==> src/rtl/ucc_pkg.sv <==
package ucc_pkg;

  typedef enum logic [1:0] {
    MODE_RUN  = 2'd0,
    MODE_HOLD = 2'd1,
    MODE_HALT = 2'd2
  } div_mode_e;

  localparam logic [2:0] DIV_CODE_RUN = 3'b010;

  // Upper two bits set: divider held in reset; run code: count; else frozen.
  function automatic div_mode_e decode_div(input logic [2:0] code);
    if (code[2:1] == 2'b11)        return MODE_HOLD;
    else if (code == DIV_CODE_RUN) return MODE_RUN;
    else                           return MODE_HALT;
  endfunction

endpackage

==> src/rtl/ucc_div_decode.sv <==
module ucc_div_decode
  import ucc_pkg::*;
(
  input  logic [2:0] div_sel,
  output div_mode_e  mode,
  output logic       running
);

  always_comb begin
    mode    = decode_div(div_sel);
    running = (mode == MODE_RUN);
  end

endmodule

==> src/rtl/ucc_phase_counter.sv <==
module ucc_phase_counter
  import ucc_pkg::*;
#(
  parameter int TICKS_PER_SEC = 32768,
  parameter int CW            = $clog2(TICKS_PER_SEC)
) (
  input  logic          clk,
  input  logic          rst_n,
  input  div_mode_e     mode,
  input  logic          set_stop,
  output logic [CW-1:0] phase
);

  localparam logic [CW-1:0] HALF = CW'(TICKS_PER_SEC / 2);
  localparam logic [CW-1:0] LAST = CW'(TICKS_PER_SEC - 1);

  // Phase wraps LAST -> 0 at each advance; a hold re-arms to the half point.
  always_ff @(posedge clk or negedge rst_n) begin
    if (!rst_n) begin
      phase <= HALF;
    end else begin
      unique case (mode)
        MODE_HOLD: phase <= HALF;
        MODE_RUN: begin
          if (set_stop)           phase <= '0;
          else if (phase == LAST) phase <= '0;
          else                    phase <= phase + 1'b1;
        end
        default: phase <= phase;
      endcase
    end
  end

  AST_HOLD_REARMS: assert property (@(posedge clk) disable iff (!rst_n)
    (mode == MODE_HOLD) |=> (phase == HALF));
  AST_HALT_FREEZES: assert property (@(posedge clk) disable iff (!rst_n)
    (mode == MODE_HALT) |=> $stable(phase));
  AST_SET_RESTARTS: assert property (@(posedge clk) disable iff (!rst_n)
    (mode == MODE_RUN && set_stop) |=> (phase == '0));

endmodule

==> src/rtl/ucc_window_gen.sv <==
module ucc_window_gen #(
  parameter int TICKS_PER_SEC = 32768,
  parameter int HOLD_TICKS    = 8,
  parameter int CW            = $clog2(TICKS_PER_SEC)
) (
  input  logic          clk,
  input  logic          rst_n,
  input  logic          running,
  input  logic          set_stop,
  input  logic          regfile_wr,
  input  logic [CW-1:0] phase,
  output logic          uip,
  output logic          upd_start,
  output logic          upd_end
);

  localparam logic [CW-1:0] LAST      = CW'(TICKS_PER_SEC - 1);
  localparam logic [CW-1:0] WIN_FIRST = CW'(TICKS_PER_SEC - HOLD_TICKS);
  localparam logic [CW-1:0] PRE_WIN   = CW'(TICKS_PER_SEC - HOLD_TICKS - 1);
  localparam int            LW        = $clog2(HOLD_TICKS + 1);

  logic active;
  logic start_q, end_q;

  assign active = running && !set_stop;

  // Window is purely a function of phase: no other event can extend it.
  assign uip = active && (phase >= WIN_FIRST);

  always_ff @(posedge clk or negedge rst_n) begin
    if (!rst_n) begin
      start_q <= 1'b0;
      end_q   <= 1'b0;
    end else begin
      start_q <= active && (phase == PRE_WIN);
      end_q   <= active && (phase == LAST);
    end
  end

  assign upd_start = start_q;
  assign upd_end   = end_q;

  // Length of the current run of uip cycles, for the boundedness check.
  logic [LW-1:0] win_len;
  always_ff @(posedge clk or negedge rst_n) begin
    if (!rst_n)                                 win_len <= '0;
    else if (!uip)                              win_len <= '0;
    else if (win_len != LW'(HOLD_TICKS))        win_len <= win_len + 1'b1;
  end

  AST_UIP_BOUNDED: assert property (@(posedge clk) disable iff (!rst_n)
    uip |-> (win_len < LW'(HOLD_TICKS)));
  AST_STOPPED_QUIET: assert property (@(posedge clk) disable iff (!rst_n)
    (!running || set_stop) |-> !uip);
  AST_START_IN_WINDOW: assert property (@(posedge clk) disable iff (!rst_n)
    (upd_start && running && !set_stop) |-> uip);
  AST_END_ONE_CYCLE: assert property (@(posedge clk) disable iff (!rst_n)
    upd_end |=> !upd_end);
  AST_END_AT_FALL: assert property (@(posedge clk) disable iff (!rst_n)
    (uip && phase == LAST) |=> (upd_end && !uip));
  AST_WR_NO_CANCEL: assert property (@(posedge clk) disable iff (!rst_n)
    (uip && regfile_wr && phase != LAST) |=> (uip || set_stop || !running));

endmodule

==> src/rtl/update_cycle_ctrl.sv <==
module update_cycle_ctrl
  import ucc_pkg::*;
#(
  parameter int TICKS_PER_SEC = 32768,
  parameter int HOLD_TICKS    = 8
) (
  input  logic       clk,
  input  logic       rst_n,
  input  logic [2:0] div_sel,
  input  logic       set_stop,
  input  logic       regfile_wr,
  output logic       upd_start,
  output logic       upd_end,
  output logic       uip
);

  localparam int CW = $clog2(TICKS_PER_SEC);

  div_mode_e     mode;
  logic          running;
  logic [CW-1:0] phase;

  ucc_div_decode u_decode (
    .div_sel (div_sel),
    .mode    (mode),
    .running (running)
  );

  ucc_phase_counter #(
    .TICKS_PER_SEC (TICKS_PER_SEC),
    .CW            (CW)
  ) u_phase (
    .clk      (clk),
    .rst_n    (rst_n),
    .mode     (mode),
    .set_stop (set_stop),
    .phase    (phase)
  );

  ucc_window_gen #(
    .TICKS_PER_SEC (TICKS_PER_SEC),
    .HOLD_TICKS    (HOLD_TICKS),
    .CW            (CW)
  ) u_window (
    .clk        (clk),
    .rst_n      (rst_n),
    .running    (running),
    .set_stop   (set_stop),
    .regfile_wr (regfile_wr),
    .phase      (phase),
    .uip        (uip),
    .upd_start  (upd_start),
    .upd_end    (upd_end)
  );

  AST_HELD_NO_PULSE: assert property (@(posedge clk) disable iff (!rst_n)
    (div_sel[2:1] == 2'b11) |=> (!upd_end && !upd_start));
  AST_PULSES_EXCLUSIVE: assert property (@(posedge clk) disable iff (!rst_n)
    !(upd_start && upd_end));

endmodule

==> config.mk <==
export PLATFORM = sky130hd
export DESIGN_NAME = update_cycle_ctrl
export DESIGN_NICKNAME = d
export VERILOG_FILES = /design/src/rtl/ucc_pkg.sv /design/src/rtl/ucc_div_decode.sv /design/src/rtl/ucc_phase_counter.sv /design/src/rtl/ucc_window_gen.sv /design/src/rtl/update_cycle_ctrl.sv
export SDC_FILE = /design/constraint.sdc
export NUM_CORES = 1
export LEC_CHECK = 0
export BUFFER_PORTS_ARGS = -buffer_cell sky130_fd_sc_hd__buf_2
export CORE_MARGIN = 10
export CORE_UTILIZATION = 55
export CTS_CLUSTER_SIZE = 25
export DETAILED_ROUTE_END_ITERATION = 10
export PLACE_DENSITY = 0.84
export SYNTH_ARGS = -nofsm -noshare
export SYNTH_HDL_FRONTEND = slang
export SYNTH_HIERARCHICAL = 1
export SYNTH_SLANG_ARGS = --single-unit
export TNS_END_PERCENT = 20
==> constraint.sdc <==
create_clock -name clk -period 2.2 [get_ports clk]
set_clock_uncertainty 0.15 [all_clocks]
set_input_delay 0.44 -clock clk [delete_from_list [all_inputs] [get_ports clk]]
set_output_delay 0.44 -clock clk [all_outputs]
set_load 0.005 [all_outputs]
==> metrics.txt, run 1 <==
Clock transition at path regs=0.09 ns; CP Launch Type=flop; mean post-synth cell area=9.46 sq um; GP Congestion=0.843; Slowest cell on crit path=dfrtp_1; post-CTS setup buffer count=0; site row count=15; ranking of synthesized cells by area=dfrtp_1 40%, nand3_1 5.5%, a22o_1 3.5%, nand4_1 3.1%, a21oi_1 3.0%; CTS Buffer Depth=2; critical path peak fanout=7; Yosys Warn Count=6; most common cell in the netlist=dfrtp_1; layout cells sized above 1=0.195; Buffers & Inverters on Critical Path=1; Slew Limit Headroom=0.698; Clock power frac=0.293; Yosys reg bits=17; Worst EP arrival=~1.4 ns; Die ar.=3910 sq um; worst skew pair latency=0.28 ns; routed wire length=2.19 mm; Final ANT Viol Nets=0; Hold Path Depth=3; IO Port Bufs=8; Initial Util=0.575; HP Start=set_stop; Mapped Cells=105; wire per inst=15.3 um; Yosys cell types=35; cts hold-fix bufs=1; Worst R2R Path Depth=6; unrepaired setup endpoints after global routing=false; layout net count=127; highest clock rate=between 400 and 500 MHz; H-tree depth=1; diode count=0; fin. max-slew vios=0; Cell Area, Synth=993 sq um; clock root cell=clkbuf_4; Sw Pwr=0.000142 W; Synth top cells by count=16 x dfrtp_1, 11 x nand3_1, 8 x nor2_1; Worst Tran Pin Value=about 0.45 ns; Net Sw Frac=0.253; crit path kind=flop to output port; setup TNS=0 ns; Req. time, crit path=1.61 ns; combinational power share=0.110; Tmin final=roughly 2 ns; FILL cells=153; Area after DPL=around 1100 sq um; min-delay worst type=primary input to flop; via count=887; Int Pwr=0.000420 W; CTS tree=done; TritonCTS buffer count=3; post-synthesis sequential area ratio=0.429; pin count of the biggest net entering global routing=19; max-cap viol count=0; R2R Setup Slk=between 0.2 and 0.25 ns; Post-synth ARST share=1.00; vias in the first global route=between 800 and 900; Core Footprint=1730 sq um; vias per cell=6.20; area delta synth->final=10.5%; DR DRC count=0; die height=62.5 um; worst reg2reg endpoint=u_phase/phase[9]$_DFFE_PN0P_; Final setup violation count=0; Total GRT Usage=0.112; first-pass GRT wire length=3.75 mm; pwr dens=513 nW/um^2; DIE WIDTH=62.5 um; worst r2r src=u_phase/phase[0]$_DFFE_PN0P_; Pwr Total=0.000562 W; Leak=between 0.4 and 0.5 nW; DR pass1 iterations=5; Post-synth EDFFs=0; outcome=finished, final reports clean; worst path cell trace=and4_1 > nand3_1 > nor3_1 > buf_2; family with the most delay on the worst path=simple AND/OR/NAND/NOR gates; top cell type's share of synthesized area=0.403; main flop type after synthesis=dfrtp_1; Util after Layout=0.636; Post-DP HPWL=1.63 mm; Clock Sinks=17; # resized after CTS=0; CP Capture Type=output port; post-route cell area=1100 sq um; Worst Hold End=u_phase/phase[14]$_DFFE_PN1P_; I/O pins=10; cell taking the most area after synthesis=dfrtp_1; initial antenna violation count=0; Syn Nets=113; Final Cycle Share=0.913; Reg power frac=0.596; Hold Vio Cnt, Final=0; grt ovf=0; maximum VDD drop=343 uV; initial drt markers=50; CP peak stage delay=0.45 ns
state kept, by name, indices dropped and copies added, names as in the netlist:
register,cells
u_phase/phase,15
u_window/upd_end,1
u_window/upd_start,1
power groups by stage:
| stage | Clock, W | Sequential [W] | Combinational, W |
|---|---|---|---|
| final | 0.000165 | 0.000335 | 0.0000620 |
| after global routing | 0.000188 | 0.000339 | 0.0000691 |
| after floorplan | 0 | 0.000338 | 0.0000399 |
| after CTS | 0.000168 | 0.000335 | 0.0000615 |
| after detailed placement | 0 | 0.000341 | 0.0000602 |
| after global placement | 0 | 0.000341 | 0.0000565 |
layout by cell type (no fill, tap or decap), types with 4 or more instances in the layout:
cell,Yosys,layout
o21ai_0,6,6
nand2_1,7,7
a22o_1,4,4
nand3_1,11,11
nand4_1,5,5
buf_2,0,8
nor2_1,8,8
a21oi_1,6,6
inv_1,6,6
dfrtp_1,16,16
cell type report:
cell class	count	area (sq um)	area share
sequential	17	427	0.389
multi-input combinational	79	518	0.472
clock buffer	4	26.3	0.0239
tap	25	31.3	0.0285
timing repair buffer	12	72.6	0.0661
inverter	6	22.5	0.0205
metal layers:
layer  vias to the layer above  track usage  share of wire
met2                        48        0.178           0.50
li1                        424            -              -
met4                         0       0.0503          0.012
met5                         -            0              0
met1                       407        0.137           0.40
met3                         8       0.0323          0.083
kinds of logic after synthesis:
| kind of cell | after synthesis | share of synthesized area |
|---|---|---|
| and+or+nand+nor | 47 | 0.277 |
| AOI/OAI and AO/OA | 28 | 0.199 |
| DFF | 17 | 0.429 |
| buffers and inverters | 9 | 0.0491 |
| muxes | 3 | 0.0327 |
| adders and majority gates | 1 | 0.0126 |
stage by stage:
stage,worst slack (ns),cells,hold WS [ns]
4_1_cts,0.193,143,0.361
5_1_grt,0.0696,143,0.380
3_3_place_gp,0.174,138,0.231
6_report,0.191,143,0.367
3_5_place_dp,0.127,138,0.228
2_1_floorplan,0.385,105,-0.00559
worst max-delay path by stage:
| stage | from | cells past startpoint | endpoint |
|---|---|---|---|
| floorplan | div_sel[0] | 8 | u_phase/phase[13]$_DFFE_PN0P_ |
| global placement | div_sel[2] | 6 | u_phase/phase[7]$_DFFE_PN0P_ |
| detailed placement | div_sel[2] | 6 | u_phase/phase[5]$_DFFE_PN0P_ |
| CTS | u_phase/phase[12]$_DFFE_PN0P_ | 4 | uip |
| global route | u_phase/phase[11]$_DFFE_PN0P_ | 4 | uip |
| finish | u_phase/phase[12]$_DFFE_PN0P_ | 4 | uip |
worst reg2reg max path, stage by stage, from the launching register on:
cell and delay (ns):
dfrtp_1 0.43, ha_1 0.25, nand2_1 0.16, nor3_4 0.30, a21oi_4 0.19, a21o_1 0.19, a22o_1 0.22
(Power assumes the default switching activity.)
==> inputs of run 2 (changes only) <==
==> constraint.sdc (replaced) <==
create_clock -name clk -period 2.2 [get_ports clk]
set_clock_uncertainty 0.15 [all_clocks]
set_input_delay 0.11 -clock clk [delete_from_list [all_inputs] [get_ports clk]]
set_output_delay 0.11 -clock clk [all_outputs]
set_load 0.005 [all_outputs]
==> metrics.txt, run 2 (synthesized netlist as in run 1, its figures left out) <==
outcome=finished, final reports clean; CP Capture Type=flop; family with the most delay on the worst path=compound AO/OA/AOI/OAI gates; Reg power frac=0.594; Net Sw Frac=0.258; Buffers & Inverters on Critical Path=0; Worst EP arrival=2.02 ns; layout net count=between 100 and 150; site row count=15; Top reg by flops=u_phase/phase; Initial Util=0.575; Util after Layout=0.631; Slew Limit Headroom=0.638; vias in the first global route=slightly below 800; worst path cell trace=ha_1 > nand2_1 > nor3_4 > a21oi_4 > a21o_1 > a22o_1; via count=872; layout cells sized above 1=0.188; diode count=0; commonest non-fill, non-tap cells in the layout=16 x dfrtp_1, 11 x nand3_1, 8 x buf_2, 8 x nor2_1, 7 x nand2_1; # resized after CTS=0; most common cell after layout, fill and taps aside=dfrtp_1; Core Footprint=1730 sq um; DR DRC count=0; Total GRT Usage=0.106; Int Pwr=0.000419 W; Final setup violation count=0; critical path peak fanout=18; initial antenna violation count=0; CTS tree=done; DR pass1 iterations=4; Clock transition at path regs=0.10 ns; wire per inst=14.8 um; CP peak stage delay=0.43 ns; crit path kind=flop to flop; min-delay worst type=primary input to flop; die height=approximately 63 um; max-cap viol count=0; TritonCTS buffer count=3; pin count of the biggest net entering global routing=19; Clock Sinks=17; Final Cycle Share=0.896; H-tree depth=1; GP Congestion=0.871; Req. time, crit path=2.24 ns; maximum VDD drop=278 uV; CTS Buffer Depth=2; unrepaired setup endpoints after global routing=false; vias per cell=6.14; Tmin final=1.97 ns; DIE WIDTH=62.5 um; initial drt markers=31; area delta synth->final=9.70%; Post-DP HPWL=between 1.5 and 2 mm; Hold Vio Cnt, Final=0; Sw Pwr=0.000146 W; routed wire length=between 2 and 2.5 mm; first-pass GRT wire length=3.39 mm; Slowest cell on crit path=dfrtp_1; clock root cell=clkbuf_4; Final ANT Viol Nets=0; pwr dens=519 nW/um^2; I/O pins=10; fin. max-slew vios=0; Clock power frac=0.301; Worst Tran Pin Value=0.544 ns; highest clock rate=507 MHz; Leak=0.459 nW; Die ar.=between 3000 and 4000 sq um; IO Port Bufs=8; grt ovf=0; max FFs per register=15; worst skew pair latency=0.30 ns; CP Launch Type=flop; setup TNS=0 ns; combinational power share=0.105
run 2: through the flow:
| step | cells | hold slack [ns] | setup slack (ns) | power [W] | cell area (sq um) |
|---|---|---|---|---|---|
| after floorplan | 105 | -0.336 | 0.479 | 0.000378 | 993 |
| after global placement | 137 | -0.100 | 0.318 | 0.000395 | 1050 |
| after detailed placement | 137 | -0.102 | 0.251 | 0.000399 | 1050 |
| after CTS | 142 | 0.00204 | 0.225 | 0.000568 | 1090 |
| after global routing | 142 | 0.0161 | 0.0942 | 0.000591 | 1090 |
| final | 142 | 0.0143 | 0.228 | 0.000565 | 1090 |
run 2: final timing paths:
path / start / endpoint / slack, ns / depth (start not counted)
hold reg to reg: u_phase/phase[13]$_DFFE_PN0P_ / u_phase/phase[13]$_DFFE_PN0P_ / 0.39 / 1
min in group asynchronous: rst_n / u_phase/phase[8]$_DFFE_PN0P_ / 0.10 / 2
max in group asynchronous: rst_n / u_phase/phase[14]$_DFFE_PN1P_ / 1.50 / 2
setup reg to reg: u_phase/phase[0]$_DFFE_PN0P_ / u_phase/phase[9]$_DFFE_PN0P_ / 0.23 / 6
hold / removal: set_stop / u_phase/phase[14]$_DFFE_PN1P_ / 0.01 / 3
setup / recovery: u_phase/phase[0]$_DFFE_PN0P_ / u_phase/phase[9]$_DFFE_PN0P_ / 0.23 / 6
run 2: power groups by stage:
stage | sequential (W) | clock [W] | combinational, W
after floorplan | 0.000338 | 0 | 0.0000399
after global placement | 0.000340 | 0 | 0.0000548
after detailed placement | 0.000342 | 0 | 0.0000574
after CTS | 0.000336 | 0.000173 | 0.0000592
after global routing | 0.000338 | 0.000187 | 0.0000656
final | 0.000336 | 0.000170 | 0.0000593
run 2: repair_timing:
| item | CTS | global route |
|---|---|---|
| hold buffers | 1 | 0 |
| setup endpoints to repair | 0 | 0 |
| setup buffers | 0 | 0 |
| hold endpoints to repair | 17 | 0 |
run 2: worst register-to-register path, cell delays in order (launching register included):
cell	delay [ns]
dfrtp_1	0.43
ha_1	0.23
nand2_1	0.15
nor3_4	0.31
a21oi_4	0.19
a21o_1	0.20
a22o_1	0.22
run 2: cell type report:
class | count | area, sq um
Sequential cell | 17 | 427
Timing Repair Buffer | 11 | 65.1
Tap cell | 25 | 31.3
Inverter | 6 | 22.5
Fill cell | 153 | 637
Clock buffer | 4 | 26.3
Multi-Input combinational cell | 79 | 518
run 2: layer usage:
metal	vias up	global-route usage	wire [um]	share of wire
met5	-	0	0	0
met4	0	0.0838	55	0.026
met3	5	0.0341	115	0.055
met2	26	0.164	998	0.47
met1	414	0.116	939	0.45
li1	427	-	-	-
